$ cat src/rtl/clk_gate_bank.sv
module clk_gate_bank #(
  parameter int AW = 8,
  parameter int DW = 32,
  parameter int NGRP = 2,
  parameter int LAG = 2,
  parameter logic [AW-1:0] BASE = 8'h24,
  parameter logic [AW-1:0] STRIDE = 8'h10,
  parameter logic [63:0] RST_ON = 64'h0000_0000_0000_0004,
  parameter logic [63:0] RSVD = 64'h0000_000F_0000_0000
) (
  input  logic          clk,
  input  logic          rst_n,
  input  logic          wr_en,
  input  logic [AW-1:0] addr,
  input  logic [DW-1:0] wdata,
  output logic [DW-1:0] rdata,
  output logic [NGRP*DW-1:0] clk_on
);
  localparam int N = NGRP * DW;
  localparam logic [N-1:0] RST_V = N'(RST_ON) & ~N'(RSVD);

  logic [N-1:0] req_q;
  logic [N-1:0] pipe_q [LAG];
  logic [N-1:0] set_m, clr_m;
  logic [DW-1:0] rd_g [NGRP];

  for (genvar g = 0; g < NGRP; g++) begin : g_grp
    localparam logic [AW-1:0] A_SET = AW'(BASE + g * STRIDE);
    localparam logic [AW-1:0] A_CLR = AW'(A_SET + 4);
    localparam logic [AW-1:0] A_REQ = AW'(A_SET + 8);
    localparam logic [AW-1:0] A_ACT = AW'(A_SET + 12);
    assign set_m[g*DW +: DW] = (wr_en && addr == A_SET) ? wdata : '0;
    assign clr_m[g*DW +: DW] = (wr_en && addr == A_CLR) ? wdata : '0;
    assign rd_g[g] = (addr == A_REQ) ? req_q[g*DW +: DW] :
                     (addr == A_ACT) ? clk_on[g*DW +: DW] : '0;
  end

  always_ff @(posedge clk or negedge rst_n)
    if (!rst_n) req_q <= RST_V;
    else        req_q <= (req_q | set_m) & ~clr_m & ~N'(RSVD);

  always_ff @(posedge clk or negedge rst_n)
    if (!rst_n) pipe_q[0] <= RST_V;
    else        pipe_q[0] <= req_q;

  for (genvar i = 1; i < LAG; i++) begin : g_lag
    always_ff @(posedge clk or negedge rst_n)
      if (!rst_n) pipe_q[i] <= RST_V;
      else        pipe_q[i] <= pipe_q[i-1];
  end

  assign clk_on = pipe_q[LAG-1];

  always_comb begin
    rdata = '0;
    for (int g = 0; g < NGRP; g++) rdata = rdata | rd_g[g];
  end
endmodule

$ cat config.mk
export PLATFORM = sky130hd
export DESIGN_NAME = clk_gate_bank
export DESIGN_NICKNAME = d
export VERILOG_FILES = /design/src/rtl/clk_gate_bank.sv
export SDC_FILE = /design/constraint.sdc
export NUM_CORES = 1
export LEC_CHECK = 0
export ABC_AREA = 1
export ABC_CLOCK_PERIOD_IN_PS = 2300
export BUFFER_PORTS_ARGS = -buffer_cell sky130_fd_sc_hd__buf_2
export CAP_MARGIN = 5
export CORE_MARGIN = 2
export CORE_UTILIZATION = 60
export DETAILED_ROUTE_END_ITERATION = 10
export GPL_TIMING_DRIVEN = 0
export HOLD_SLACK_MARGIN = 0.15
export PLACE_DENSITY_LB_ADDON = 0.25
export SETUP_SLACK_MARGIN = 0.4
export SLEW_MARGIN = 20
export SYNTH_ARGS = -nofsm -noshare
export SYNTH_HDL_FRONTEND = slang
export SYNTH_SLANG_ARGS = --single-unit
$ cat constraint.sdc
create_clock -name clk -period 2.3 [get_ports clk]
set_input_delay 0.23 -clock clk [delete_from_list [all_inputs] [get_ports clk]]
set_output_delay 0.23 -clock clk [all_outputs]
set_load 0.05 [all_outputs]
==> results by group, run 1 <==
STA
  – Relative slew slack: 49.97%
  – Final min period: 1.847 ns
  – Worst slew pin tran: 0.7504 ns
  – Final worst path period share: 80.29%
  – Setup violators final: 0
  – Clock skew: 0.007290 ns
  – Final hold vios: 0
  – Final Max Tran Viols: 0
  – RSZ-0062 raised after global routing: yes
  – FMAX: 0.5415 GHz
  – Hold_ws: 0.3436 ns

Worst setup path
  – WS Path Type: in2out
  – Reg2reg end: req_q[2]
  – CP Launch Point: addr[7]
  – CP required: 2.07 ns
  – R2R cell count: 4
  – Worst setup endpoint: rdata[20]
  – R2r startpoint: req_q[2]
  – Critical Path Start Type: primary input
  – CP Data Arrival Time: 1.62 ns
  – Crit Path Max Fanout: 10
  – Flop-to-flop setup slack: 1.49 ns
  – CP Capture Type: output port

Route
  – Vias per cell: 5.017
  – Met2 WL: 10,250 µm
  – Residual DRC: 0
  – Drt total wl: 20,570 µm
  – Number of DRC markers in iteration 0: 516
  – Metal-1 WL: 8166 µm
  – DR pass1 iterations: 5
  – Routed Antenna Nets: 0
  – Max Used Layer: met4
  – Wire length on met3: 1689 µm
  – Via count: 6,633
  – Average wire per standard cell: 15.56 µm

Power
  – Net Sw Frac: 24.40%
  – Comb pwr share: 10.4%
  – Internal: 5.451 mW
  – Net switching power: 1.759 mW
  – Pwr dens: 713.8 nW/µm²
  – Sequential Power Share: 47.1%
  – Leakage: 5.052 nW
  – Maximum VDD drop: 0.6176 mV
  – Clock Power Share: 42.5%

GRT
  – Vias in the first global route: 6,275
  – Maximum number of pins on one net before global-route repair: 101
  – GRT Total Usage: 30.44%
  – Initial antenna violation count: 0
  – First-pass GRT wire length: 32,590 µm
  – Grt ovf: 0

Clock network
  – Root Driver: clkbuf_16
  – H-tree Lvls: 4
  – Longest Clk Path Bufs: 2
  – Worst-path clk slew: 0.07 ns
  – CTS tree: built
  – Worst-skew pair later-pin latency: 0.43 ns
  – CTS Buf Count: 17
  – Clock Sink Count: 180

Placed design
  – IO Port Bufs: 134
  – Inst Count DP: 1,253
  – Post-DP HPWL: 13,300 µm
  – GP Congestion: 0.8580

Status
  – Outcome: complete, no violations

Finish
  – Layout cells sized above 1: 25.65%
  – Fin nets: 1,176
  – Final Instance Count excl. Fillers: 1,322
  – Layout area overhead: 26.10%
  – Commonest non-fill, non-tap cell in the layout: nand3_1
  – Commonest cells after routing, fill and taps aside: nand3_1, nand2_1, inv_1, dfrtp_1, buf_2
  – Antenna diode count: 0

Synthesis
  – Synthesized cell area: 8010 µm²
  – Distinct cells, synth: 17
  – Sequential fraction of the synthesis area: 56.28%
  – Flops & latches, synth: 180
  – Ys Warns: 0
  – Synth Instances: 939
  – Mean Syn Cell Area: 8.531 µm²

Die
  – Core ar.: 13,140 µm²
  – # rows: 42
  – Die height: 119.5 µm
  – Chip Width: 119.5 µm
  – Ports: 139
  – Initial core utilization: 60.97%
  – DIE AREA: 14,290 µm²

Min path
  – Worst hold path type: reg2reg

Run
  – Max cap viols: 0
==> per-stage QoR <==
step | power [mW] | util, % | cell area, µm² | setup WS [ns] | setup TNS [ns]
after floorplan | 3.873 | - | 8021 | 0.4688 | 0
final | 7.210 | 76.89 | 10100 | 0.4532 | 0
after global placement | 4.107 | 67.84 | 8912 | -1.687 | -298.14
after global routing | 7.437 | 76.89 | 10100 | 0.3500 | 0
after CTS | 7.207 | 75.81 | 9960 | 0.4010 | 0
after detailed placement | 4.132 | 68.12 | 8950 | 0.1742 | 0
==> cells in the mapped netlist (all sizes together) <==
master | instances | area [µm²]
nor3 | 1 | 10.01
dfstp | 3 | 78.83
buf | 110 | 738.2
clkbuf | 2 | 7.510
nor2 | 6 | 40.03
conb | 1 | 3.750
nand2 | 214 | 805.8
nand3 | 237 | 1186
inv | 184 | 690.7
dfrtp | 177 | 4429
o21ai | 4 | 20.02
==> worst min-delay path by stage <==
stage                      startpoint  depth (start not counted)          to
after global routing      pipe_q[122]                          0  clk_on[58]
after CTS                 pipe_q[122]                          0  clk_on[58]
after detailed placement        rst_n                          1   clk_on[3]
final                      pipe_q[86]                          0  clk_on[22]
after floorplan                 rst_n                          0   clk_on[0]
after global placement     pipe_q[71]                          0   clk_on[7]
==> critical path, stage by stage <==
cell and delay (ns):
buf_2 0.10, inv_2 0.05, nand2_1 0.14, nor2_4 0.17
buf_4 0.20, buf_4 0.22, nand3_1 0.10, nand2_1 0.09
inv_1 0.04, nand2_1 0.06, clkbuf_4 0.22
==> power by group through the flow <==
| stage | Combinational, mW | Sequential [mW] | Clock, mW |
|---|---|---|---|
| floorplan | 0.446 | 3.43 | 0 |
| global placement | 0.661 | 3.45 | 0 |
| detailed placement | 0.679 | 3.45 | 0 |
| CTS | 0.733 | 3.40 | 3.08 |
| global route | 0.801 | 3.41 | 3.22 |
| finish | 0.748 | 3.40 | 3.07 |
==> cell families after synthesis <==
logic type,share of synthesized area [%]
buf+inv,17.93
simple gates,25.49
flops,56.28
other cells,0.04682
compound gates,0.2499
==> cell type report <==
class	count	area, µm²
flip-flops and latches	180	4508
clock inverters	10	152.6
inverters	184	690.7
plain buffers	112	797.0
well taps	176	220.2
multi-input cells	466	2102
fillers	963	3037
repair buffers	172	1156
clock buffers	22	474.2
==> timing repair <==
item | in CTS | in global routing
pin swaps | 0 | 2
resized for setup | 22 | 37
hold buffers | 33 | 0
buffers inserted | 0 | 4
endpoints found under the setup margin | 32 | 32
hold endpoints to repair | 158 | 0
==> registers in the layout, indices dropped and copies added (netlist names) <==
register	count
clk_on	60
pipe_q	60
req_q	60
==> routing by layer <==
metal	vias up	global-route usage, %
met3	41	5.228
met5	-	0
met2	288	49.71
met1	3119	40.92
met4	0	12.50
li1	3185	-
(Power assumes the default switching activity.)
==> run 2, diff against run 1 <==
Settings changed: ABC_AREA 1 to 0, ABC_CLOCK_PERIOD_IN_PS 2300 to 1750, CORE_UTILIZATION 60 to 54.
Clock period 2.3 ns to 1.75 ns, I/O delays scaled along.
==> results by group, run 2 <==
Status
  – Outcome: finished with violations
  – Failing checks: negative setup slack

Placed design
  – IO Port Bufs: 134 (unchanged)
  – Post-DP HPWL: 12,370 µm (-7.0%)
  – Placed Area: 8046 µm² (-10%)
  – GP Congestion: 0.8579 (about the same)

Worst setup path
  – CP bufs+invs: 4 (-2)
  – Reg2reg end: req_q[2]
  – CP Launch Point: addr[7]
  – Critical Path Max Stage Delay: 0.34 ns (+0.12 ns)
  – R2r startpoint: req_q[2]
  – CP Capture Type: output port
  – Crit path top cell by count: buf_12
  – Flop-to-flop setup slack: 0.89 ns (-0.60 ns)
  – CP Data Arrival Time: 1.62 ns (about the same)
  – R2R cell count: 2 (-2)
  – Slowest cell on the critical path: nor4bb_4
  – CP required: 1.57 ns (-0.50 ns)
  – Critical Path Start Type: primary input
  – CP delay by family, top: buffers and inverters
  – WS Path Type: in2out
  – Crit Path Max Fanout: 6 (-4)
  – Critical-path cell list: buf_12, nor4bb_4, buf_6, buf_12, a22oi_2, o211ai_1, buf_4

Clock network
  – H-tree Lvls: 4 (unchanged)
  – Root Driver: clkbuf_16
  – Clock Sink Count: 180 (unchanged)
  – CTS Buf Count: 17 (unchanged)
  – Worst-path clk slew: 0.06 ns (about the same)
  – CTS tree: built
  – Longest Clk Path Bufs: 2 (unchanged)
  – Worst-skew pair later-pin latency: 0.43 ns (about the same)

Route
  – Average wire per standard cell: 22.04 µm (+42%)
  – Via count: 5,715 (-14%)
  – Vias per cell: 6.132 (+22%)
  – DR pass1 iterations: 5 (unchanged)
  – Routed Antenna Nets: 0 (unchanged)
  – Residual DRC: 0 (unchanged)
  – Number of DRC markers in iteration 0: 592 (+15%)
  – Drt total wl: 20,550 µm (-0.14%)

Die
  – Initial core utilization: 55.16% (-5.8 points)
  – Ports: 139 (unchanged)
  – Chip Width: 117.3 µm (-1.9%)
  – # rows: 41 (-2.4%)
  – Die height: 117.3 µm (-1.9%)
  – DIE AREA: 13,760 µm² (-3.7%)
  – Core ar.: 12,570 µm² (-4.3%)

Synthesis
  – Synth Instances: 546 (-42%)
  – Most common cell in the synthesized netlist: dfrtp_1
  – Post-synth ARST share: 100.0% (unchanged)
  – Synthesized cell area: 6933 µm² (-13%)
  – Top cells by count, synth: dfrtp_1, buf_4, nand3_1
  – Sequential fraction of the synthesis area: 65.02% (+8.7 points)
  – Top-area cell type share of the netlist area: 63.89% (+8.6 points)
  – Flops & latches, synth: 180 (unchanged)
  – Synth top area cells: dfrtp_1, buf_4, a41oi_1
  – Mean Syn Cell Area: 12.70 µm² (+49%)
  – Dominant cell type by area after synthesis: dfrtp_1
  – Ys Warns: 0 (unchanged)
  – Dominant synthesized flop cell: dfrtp_1
  – Distinct cells, synth: 24 (+7)
  – Post-synth EDFFs: 0 (unchanged)

Finish
  – Antenna diode count: 0 (unchanged)
  – Layout cells sized above 1: 42.11% (+16 points)
  – Commonest cells after routing, fill and taps aside: dfrtp_1, buf_4, buf_2, a41oi_1, a21oi_1
  – Fin nets: 791 (-33%)
  – Commonest non-fill, non-tap cell in the layout: dfrtp_1
  – Final Instance Area: 9696 µm² (-4.0%)
  – Layout area overhead: 39.85%

GRT
  – Vias in the first global route: 5,772 (-8.0%)
  – Grt ovf: 0 (unchanged)
  – Initial antenna violation count: 0 (unchanged)
  – Maximum number of pins on one net before global-route repair: 84 (-17%)
  – First-pass GRT wire length: 31,220 µm (-4.2%)
  – GRT Total Usage: 29.56% (-0.88 points)

Power
  – Tot Pwr: 9.263 mW (+28%)
  – Maximum VDD drop: 0.7396 mV (+20%)
  – Pwr dens: 955.3 nW/µm² (+34%)
  – Leakage: 4.667 nW (-7.6%)

STA
  – Relative slew slack: 58.52% (+8.5 points)
  – Final hold vios: 0 (unchanged)
  – Clock skew: 0.006210 ns (-0.001080 ns)
  – Setup ws final: -0.04229 ns (-0.4955 ns)
  – RSZ-0062 raised after global routing: yes
  – FMAX: 0.5579 GHz
  – Final min period: 1.792 ns
  – Setup violators final: 5 (+5)
  – Final Max Tran Viols: 0 (unchanged)
  – Worst slew pin tran: 0.6222 ns (-0.1282 ns)
  – Final worst path period share: 102.4%

Min path
  – Worst hold path type: in2async

Run
  – Max cap viols: 0 (unchanged)
## run 2: cell types whose count changed in the layout (fill, tap and decap cells not counted), moves of 56 or more
cell	change
a21oi_1	+56
nand2_1	-212
buf_2	-67
a41oi_1	+60
inv_1	-183
nand3_1	-193
## run 2: what timing repair did
item / CTS / global route
pin swaps: 11 / 16
endpoints found under the setup margin: 43 / 123
cloned: 0 / 1
hold buffers: 33 / 0
resized for setup: 123 / 101
hold endpoints to repair: 172 / 0
buffers inserted: 7 / 3
## run 2: kinds of logic after synthesis
logic type | share of synthesized area (%)
buf+inv | 10.32
flops | 65.02
compound gates | 17.69
other cells | 0.05409
simple gates | 6.912
## run 2: area by class of cell
class / count / area, µm²
Buffer: 111 / 947.2
Multi-Input combinational cell: 258 / 1957
Tap cell: 172 / 215.2
Clock buffer: 24 / 481.7
Sequential cell: 180 / 4508
Fill cell: 724 / 2873
Clock inverter: 7 / 98.84
Timing Repair Buffer: 180 / 1488
## run 2: through the flow
step | hold WS (ns) | TNS, ns | util (%) | setup WS, ns | cells
finish | 0.1839 | -0.07190 | 77.14 | -0.04229 | 932
global route | 0.2041 | -0.6345 | 77.14 | -0.06888 | 932
CTS | 0.1834 | 0 | 74.86 | 0.02649 | 928
detailed placement | 0.04407 | -12.46 | 64.02 | -0.5360 | 857
global placement | 0.3320 | -376.69 | 63.50 | -2.055 | 855
floorplan | -0.1206 | -1.207 | - | -0.05101 | 549
## run 2: layer usage
| layer | up-vias | routed length (µm) | global-route usage (%) |
|---|---|---|---|
| met5 | - | 0 | 0 |
| met4 | 0 | 476 | 11.82 |
| met3 | 56 | 1722 | 8.268 |
| met2 | 340 | 10540 | 47.70 |
| met1 | 2904 | 7811 | 38.17 |
| li1 | 2415 | - | - |
## run 2: report_power, final
part | internal (mW) | switching, mW | total, mW
clock network | 2.21 | 1.53 | 3.74
registers | 4.36 | 0.130 | 4.49
logic | 0.389 | 0.643 | 1.03
total | 6.96 | 2.31 | 9.26
## run 2: how the worst max path moves through the flow
stage | endpoint | slack [ns] | depth (start not counted)
after global routing | rdata[6] | -0.07 | 7
after CTS | rdata[6] | 0.03 | 7
after global placement | clk_on[48] | -2.06 | 1
final | rdata[6] | -0.04 | 7
after floorplan | rdata[4] | -0.05 | 5
after detailed placement | rdata[9] | -0.54 | 6
==> run 3, diff against run 2 <==
Settings changed: ABC_AREA 0 to 1, CORE_UTILIZATION 54 to 56.
==> results by group, run 3 (same netlist as run 1, synthesis figures left out) <==
STA
  – RSZ-0062 raised after global routing: yes
  – FMAX: 0.6304 GHz (+13%)
  – Final min period: 1.586 ns (-0.2059 ns)
  – Final worst path period share: 90.65% (-12 points)
  – Setup_tns: 0 ns (+0.07190 ns)
  – Final hold vios: 0 (unchanged)
  – Final Max Tran Viols: 0 (unchanged)
  – Setup violators final: 0 (-5)
  – Clock skew: 0.004880 ns (-0.001330 ns)

Die
  – Chip Width: 123.6 µm (+5.4%)
  – Die height: 123.6 µm (+5.4%)
  – Initial core utilization: 57.48% (+2.3 points)
  – DIE AREA: 15,280 µm² (+11%)
  – # rows: 43 (+4.9%)
  – Core ar.: 13,930 µm² (+11%)
  – Ports: 139 (unchanged)

Clock network
  – H-tree Lvls: 4 (unchanged)
  – Root Driver: clkbuf_16
  – CTS tree: built
  – CTS Buf Count: 17 (unchanged)
  – Clock Sink Count: 180 (unchanged)
  – Worst-path clk slew: 0.06 ns (about the same)
  – Longest Clk Path Bufs: 2 (unchanged)
  – Worst-skew pair later-pin latency: 0.43 ns (about the same)

Power
  – Maximum VDD drop: 0.6003 mV (-19%)
  – Sequential Power Share: 47.2% (-1.3 points)
  – Comb pwr share: 12.7% (+1.6 points)
  – Leakage: 5.445 nW (+17%)
  – Net Sw Frac: 25.03% (+0.14 points)
  – Clock Power Share: 40.1% (-0.3 points)
  – Net switching power: 2.376 mW (+3.0%)
  – Pwr dens: 826.5 nW/µm² (-13%)
  – Tot Pwr: 9.490 mW (+2.5%)
  – Internal: 7.114 mW (+2.3%)

Route
  – DR pass1 iterations: 6 (+1)
  – Number of DRC markers in iteration 0: 780 (+32%)
  – Average wire per standard cell: 18.23 µm (-17%)
  – Routed Antenna Nets: 0 (unchanged)
  – Vias per cell: 5.438 (-11%)
  – Via count: 7,396 (+29%)
  – Drt total wl: 24,790 µm (+21%)
  – Residual DRC: 0 (unchanged)

Finish
  – Layout area overhead: 43.35%
  – Final Instance Area: 11,480 µm² (+18%)
  – Fin nets: 1,211 (+53%)
  – Util after Layout: 82.40% (+5.3 points)
  – Commonest cells after routing, fill and taps aside: nand3_1, dfrtp_1, nand2_1, inv_1, buf_4
  – Fillers: 766 (+5.8%)
  – Final Instance Count excl. Fillers: 1,360 (+46%)
  – Commonest non-fill, non-tap cell in the layout: nand3_1
  – Layout cells sized above 1: 35.62% (-6.5 points)

Worst setup path
  – Critical Path Start Type: primary input
  – R2R cell count: 5 (+3)
  – CP Data Arrival Time: 1.41 ns (-0.21 ns)
  – WS Path Type: in2out
  – CP Capture Type: output port
  – Crit Path Max Fanout: 10 (+4)
  – CP required: 1.57 ns (about the same)

GRT
  – First-pass GRT wire length: 34,960 µm (+12%)
  – GRT Total Usage: 30.96% (+1.4 points)
  – Initial antenna violation count: 1 (+1)
  – Maximum number of pins on one net before global-route repair: 79 (-6.0%)
  – Vias in the first global route: 6,850 (+19%)
  – Grt ovf: 0 (unchanged)

Placed design
  – GP Congestion: 0.8566 (-0.15%)
  – IO Port Bufs: 134 (unchanged)
  – Post-DP HPWL: 13,620 µm (+10%)
  – Inst Count DP: 1,258 (+47%)
  – Placed Area: 9097 µm² (+13%)

Run
  – Max cap viols: 0 (unchanged)

Min path
  – Worst hold path type: in2async

Status
  – Outcome: complete, no violations
[run 3: power by group through the flow]
stage	combinational, mW	sequential, mW	clock [mW]
6_report	1.20	4.48	3.80
5_1_grt	1.28	4.50	3.97
4_1_cts	1.10	4.47	3.81
3_5_place_dp	0.901	4.54	0
3_3_place_gp	0.873	4.53	0
2_1_floorplan	0.592	4.50	0
[run 3: repair_timing]
| item | CTS | global route |
|---|---|---|
| cloned | 5 | 3 |
| buffers inserted | 26 | 4 |
| hold endpoints to repair | 162 | 0 |
| gates resized for setup | 195 | 141 |
| endpoints found under the setup margin | 37 | 138 |
| pin swaps | 26 | 47 |
| hold buffers | 33 | 0 |
[run 3: area by class of cell]
cell class / instances / area, µm² / share of cell area, %
inverters: 184 / 703.2 / 6.124
plain buffers: 112 / 988.4 / 8.608
repair buffers: 207 / 1983 / 17.27
well taps: 180 / 225.2 / 1.961
clock buffers: 25 / 475.5 / 4.141
clock inverters: 5 / 100.1 / 0.8717
diodes: 1 / 2.502 / 0.02179
flip-flops and latches: 180 / 4508 / 39.26
multi-input cells: 466 / 2496 / 21.74
[run 3: worst max-delay path: stages]
cell and delay [ns]:
buf_4 0.14, inv_2 0.05, nand2_2 0.06, nor2_4 0.18
buf_12 0.17, buf_8 0.16, nand3_1 0.09, nand2_1 0.07
inv_1 0.05, nand2_2 0.11, buf_8 0.15
[run 3: final timing paths]
check | slack (ns) | start | end
max in group asynchronous | 0.63 | rst_n | req_q[3]
worst min register to register | 0.35 | pipe_q[67] | clk_on[3]
worst max-delay path | 0.16 | addr[2] | rdata[30]
min in group clk | 0.35 | pipe_q[67] | clk_on[3]
worst min-delay path | 0.23 | rst_n | pipe_q[101]
worst max register to register | 0.86 | req_q[52] | req_q[52]
[run 3: through the flow]
step | hold WS [ns] | setup WS [ns]
after floorplan | -0.1206 | 0.3331
after global placement | 0.3312 | -2.261
after detailed placement | 0.08734 | -0.2236
after CTS | 0.2298 | 0.2248
after global routing | 0.2503 | 0.08294
final | 0.2262 | 0.1636
[run 3: per-layer routing]
metal  part of all wire (%)  up-vias  track usage (%)
li1                       -     3268                -
met1                     37     3567            40.32
met2                     49      460            51.03
met3                    9.2      101            5.815
met4                    3.9        0            13.42
met5                      0        -                0
